--- config.mk ---
export PLATFORM = sky130hd
export DESIGN_NAME = vec_resp_cmp
export DESIGN_NICKNAME = d
export VERILOG_FILES = /design/src/rtl/vrc_pkg.sv /design/src/rtl/vrc_compare.sv /design/src/rtl/vrc_err_log.sv /design/src/rtl/vrc_halt_ctrl.sv /design/src/rtl/vec_resp_cmp.sv
export SDC_FILE = /design/constraint.sdc
export NUM_CORES = 1
export LEC_CHECK = 0
export BUFFER_PORTS_ARGS = -buffer_cell sky130_fd_sc_hd__buf_2
export CAP_MARGIN = 5
export CORE_AREA = 5 5 118 120
export DETAILED_ROUTE_END_ITERATION = 6
export DIE_AREA = 0 0 123 125
export PLACE_DENSITY = 0.73
export SYNTH_ARGS = -nofsm -noshare
export SYNTH_HDL_FRONTEND = slang
export SYNTH_SLANG_ARGS = --single-unit
--- constraint.sdc ---
create_clock -name clk -period 4.1 [get_ports clk]
set_input_delay 0.82 -clock clk [delete_from_list [all_inputs] [get_ports clk]]
set_output_delay 0.82 -clock clk [all_outputs]
set_load 0.02 [all_outputs]
--- src/rtl/vrc_pkg.sv ---
package vrc_pkg;
  typedef enum logic [1:0] {
    HALT_OFF  = 2'd0,
    HALT_ANY  = 2'd1,
    HALT_PIN  = 2'd2,
    HALT_RSVD = 2'd3
  } halt_mode_e;
endpackage

--- src/rtl/vrc_compare.sv ---
module vrc_compare #(
  parameter int CH = 64
) (
  input  logic          sample,
  input  logic [CH-1:0] resp,
  input  logic [CH-1:0] expd,
  input  logic [CH-1:0] mask,
  output logic [CH-1:0] fail_bits,
  output logic          any_fail
);
  for (genvar g = 0; g < CH; g++) begin : g_pin
    assign fail_bits[g] = sample & (resp[g] ^ expd[g]) & ~mask[g];
  end
  assign any_fail = |fail_bits;
endmodule

--- src/rtl/vrc_err_log.sv ---
module vrc_err_log #(
  parameter int CH     = 64,
  parameter int ADDR_W = 20
) (
  input  logic              clk,
  input  logic              rst,
  input  logic              clr,
  input  logic [CH-1:0]     fail_bits,
  input  logic              any_fail,
  input  logic [ADDR_W-1:0] addr,
  output logic [CH-1:0]     sticky,
  output logic              first_valid,
  output logic [ADDR_W-1:0] first_addr,
  output logic              fail_flag
);
  always_ff @(posedge clk) begin
    if (rst) begin
      sticky      <= '0;
      first_valid <= 1'b0;
      first_addr  <= '0;
      fail_flag   <= 1'b0;
    end else begin
      fail_flag <= any_fail;
      sticky    <= clr ? fail_bits : (sticky | fail_bits);
      if (clr) begin
        first_valid <= any_fail;
        first_addr  <= any_fail ? addr : '0;
      end else if (any_fail && !first_valid) begin
        first_valid <= 1'b1;
        first_addr  <= addr;
      end
    end
  end
endmodule

--- src/rtl/vrc_halt_ctrl.sv ---
module vrc_halt_ctrl
  import vrc_pkg::*;
#(
  parameter int CH    = 64,
  parameter int PIN_W = $clog2(CH)
) (
  input  logic             clk,
  input  logic             rst,
  input  logic [1:0]       mode,
  input  logic [PIN_W-1:0] pin_sel,
  input  logic [CH-1:0]    fail_bits,
  input  logic             any_fail,
  input  logic             ack,
  output logic             req
);
  halt_mode_e mode_e;
  logic       trig;

  always_comb begin
    mode_e = halt_mode_e'(mode);
    case (mode_e)
      HALT_ANY: trig = any_fail;
      HALT_PIN: trig = fail_bits[pin_sel];
      default:  trig = 1'b0;
    endcase
  end

  always_ff @(posedge clk) begin
    if (rst)       req <= 1'b0;
    else if (trig) req <= 1'b1;
    else if (ack)  req <= 1'b0;
  end
endmodule

--- src/rtl/vec_resp_cmp.sv ---
module vec_resp_cmp #(
  parameter int CH     = 64,
  parameter int ADDR_W = 20,
  parameter int PIN_W  = $clog2(CH)
) (
  input  logic              clk,
  input  logic              rst,
  input  logic              vec_valid,
  input  logic [ADDR_W-1:0] vec_addr,
  input  logic [CH-1:0]     vec_resp,
  input  logic [CH-1:0]     vec_exp,
  input  logic              vec_cmp_en,
  input  logic [CH-1:0]     cfg_mask,
  input  logic [1:0]        cfg_halt_mode,
  input  logic [PIN_W-1:0]  cfg_halt_pin,
  input  logic              err_clr,
  input  logic              halt_ack,
  output logic              halt_req,
  output logic              vec_fail,
  output logic [CH-1:0]     pin_err,
  output logic              first_fail_valid,
  output logic [ADDR_W-1:0] first_fail_addr
);
  logic [CH-1:0] fail_bits;
  logic          any_fail;
  logic          sample;

  assign sample = vec_valid & vec_cmp_en;

  vrc_compare #(.CH(CH)) u_cmp (
    .sample(sample), .resp(vec_resp), .expd(vec_exp), .mask(cfg_mask),
    .fail_bits(fail_bits), .any_fail(any_fail)
  );

  vrc_err_log #(.CH(CH), .ADDR_W(ADDR_W)) u_log (
    .clk(clk), .rst(rst), .clr(err_clr), .fail_bits(fail_bits),
    .any_fail(any_fail), .addr(vec_addr), .sticky(pin_err),
    .first_valid(first_fail_valid), .first_addr(first_fail_addr),
    .fail_flag(vec_fail)
  );

  vrc_halt_ctrl #(.CH(CH), .PIN_W(PIN_W)) u_halt (
    .clk(clk), .rst(rst), .mode(cfg_halt_mode), .pin_sel(cfg_halt_pin),
    .fail_bits(fail_bits), .any_fail(any_fail), .ack(halt_ack), .req(halt_req)
  );
endmodule

==> run metrics <==
DR vias/cell=5.231; final setup violation count=0; die outline height=between 100 and 150 um; initial antenna violation count=2; max frequency=326.6 MHz; vias in the first global route=~5500; CTS Hold Bufs=0; worst r2r src=u_log.first_valid; Mean Syn Cell Area=slightly above 8 um2; Worst Setup Path Type=input port to flip-flop; DP HPWL=~15000 um; Initial Utilization=a little under two fifths; die width=between 100 and 150 um; num ports=between 300 and 400; Critical Path RT=~4.3 ns; hold path startpoint=u_log.sticky[27]; LEAKAGE=between 3 and 4 nW; Design Power=about 2.3 mW; Net Sw Frac=roughly 30%; slew of the pin with the lowest slew margin=0.9372 ns; WL final=slightly below 20000 um; share of the synthesized area in the top cell type=a little over a third; Yosys cell types=49; met1 WL=about 7300 um; Post-Place Cell Area=approximately 0.0064 mm2; reg2reg path depth=5; CTS root buf=clkbuf_16; top_reg_cell synth=dfxtp_1; Die ar.=between 0.015 and 0.02 mm2; EDFF count, synth=0; Pre-antenna DRT Iters=5; largest net degree at the start of global routing=88; clock skew=0.005352 ns; hold slack=between 0.4 and 0.5 ns; Int Pwr=1.612 mW; switching power=about 690 uW; # clock sinks=between 80 and 90; top cell type by total area after synthesis=dfxtp_1; Max Cap Viol=0; GP Congestion=~0.88; Seq pwr share=between 30% and 40%; post-route ant nets=0; count of input and output buffers=312; vias=5545; Post-synth ARST share=0%; critical path data arrival time=3.26 ns; HP Class=flip-flop to flip-flop; clock power share=37.1%; Max Fanout on Critical Path=35; # nets final=around 1100; top sig layer=met5; crit path capture type=flip-flop; outcome=completed; Pwr per Cell Area=341.2 mW/mm2; minimum clock period=3.062 ns; clk_lat worst skew=roughly 0.34 ns; wire length on met3=1849 um; setup TNS=0 ns; Post-Syn Area=~0.0048 mm2; DRC=0; hold path depth=2; final hold vios=0; design area=0.006745 mm2; sequential area share after synthesis=between 30% and 40%; clk buf depth=2; RSZ-0062 raised after global routing=no; fill count=about 1300; top cells by area, synth=dfxtp_1 (36%), xnor2_1 (12%), nor2_1 (7.5%), a21oi_1 (6.4%), nor3_1 (6.2%); Syn Nets=812; Slew HR=a little under two fifths; first-pass GRT wire length=about 29000 um; GR Overflow Total=0; fraction of layout cells with a size suffix above 1=between 30% and 40%; Slew Limit Fails=0; CTS tree=done; Worst Setup SP=vec_cmp_en; Worst IR Drop VDD=154.3 uV; most common cell in the synthesized netlist=nor2_1; Initial DRC Count=367; Synth top cells by count=nor2_1 (96), dfxtp_1 (87), xnor2_1 (64); Gates resized, CTS repair=0; clk slew on worst S/H paths=0.07 ns; Num CTS Buffers=9; row cnt=42; Ys Warns=0; reg-to-reg setup timing slack=between 2 and 3 ns; P&R area growth vs syn=40.57%; Comb pwr share=between 20% and 30%; Routed WL per cell=18.15 um; element type at the critical path start=input port; H-tree depth=3; post-CTS setup buffer count=0; Cells after Synth=a little under 600; Total GRT Usage=approximately a quarter; fin crit share=between 70% and 80%; Core Footprint=0.01287 mm2; Synth Register Bits=between 80 and 90; metal2 WL=approximately 9600 um
worst paths after layout:
kind,end
worst min register to register,u_log.sticky[27]
worst max register to register,u_log.first_addr[5]
worst min-delay path,u_log.sticky[27]
worst max-delay path,u_log.first_addr[5]
stage by stage:
stage          setup slack [ns]  instances  utilization (%)
2_1_floorplan             1.655        584                -
3_3_place_gp             0.7209       1043            49.98
3_5_place_dp             0.6457       1043            49.98
4_1_cts                   1.015       1059            52.37
5_1_grt                  0.7914       1060            52.39
6_report                  1.038       1060            52.39
routing by layer:
layer	up-vias	global-route usage, %
li1	2679	-
met1	2533	28.21
met2	293	41.04
met3	38	6.278
met4	2	9.381
met5	-	0
layout make-up:
type / count / area (um2) / area share [%]
Antenna cell: 1 / 2.502 / 0.03710
Clock buffer: 10 / 239.0 / 3.543
Clock inverter: 6 / 68.82 / 1.020
Inverter: 5 / 18.77 / 0.2782
Multi-Input combinational cell: 456 / 2840 / 42.11
Sequential cell: 87 / 1742 / 25.82
Tap cell: 176 / 220.2 / 3.265
Timing Repair Buffer: 319 / 1614 / 23.93
cells in the final DEF (no fill, tap or decap), types with 3 or more instances in the layout:
| cell type | instances |
|---|---|
| a22oi_1 | 14 |
| nor3_1 | 59 |
| nor4_1 | 10 |
| nand2b_1 | 6 |
| nor2b_1 | 22 |
| o22ai_1 | 17 |
| a211oi_1 | 3 |
| dfxtp_1 | 87 |
| mux2i_1 | 21 |
| xnor2_1 | 64 |
| buf_2 | 312 |
| clkbuf_16 | 9 |
| buf_4 | 7 |
| a21oi_1 | 61 |
| nand2_1 | 12 |
| o21ai_0 | 9 |
| nor3b_1 | 4 |
| nor2_1 | 96 |
| mux2_2 | 3 |
| nor4_2 | 3 |
| or3_1 | 8 |
| nand4_1 | 4 |
| nor4b_1 | 4 |
| a221oi_1 | 7 |
| inv_1 | 4 |
worst max-delay path: stages:
cell and delay (ns):
buf_2 0.11, nand2_2 0.47, buf_4 0.30, nor3_1 0.09, nor4b_2 0.28, nand4_1 0.22, o31ai_4 0.28, buf_4 0.36
mux2i_1 0.24, nor2_1 0.06
cells by family (layout without fill, tap and decap cells):
family / after synthesis / in the layout / share of synthesized area, %
multiplexers: 24 / 24 / 5.085
AO/OA/AOI/OAI: 129 / 129 / 16.98
flip-flops: 87 / 87 / 36.30
AND/OR/NAND/NOR: 237 / 237 / 24.93
other: 0 / 1 / 0
adder cells (fa/ha/maj): 2 / 2 / 0.5214
buffers and inverters: 41 / 340 / 4.511
XOR/XNOR: 64 / 64 / 11.68
sequential cells by signal, summed over array words and instances, names as in the netlist:
signal             flops
u_log.fail_flag        1
u_log.first_valid      1
u_log.sticky          64
u_halt.req             1
u_log.first_addr      20
power groups by stage:
| stage | combinational, mW | sequential [mW] | clock [mW] |
|---|---|---|---|
| floorplan | 0.271 | 0.964 | 0 |
| global placement | 0.545 | 0.917 | 0 |
| detailed placement | 0.548 | 0.918 | 0 |
| CTS | 0.550 | 0.899 | 0.871 |
| global route | 0.595 | 0.903 | 0.914 |
| finish | 0.548 | 0.900 | 0.854 |
Power figures use the tool's default switching activity.
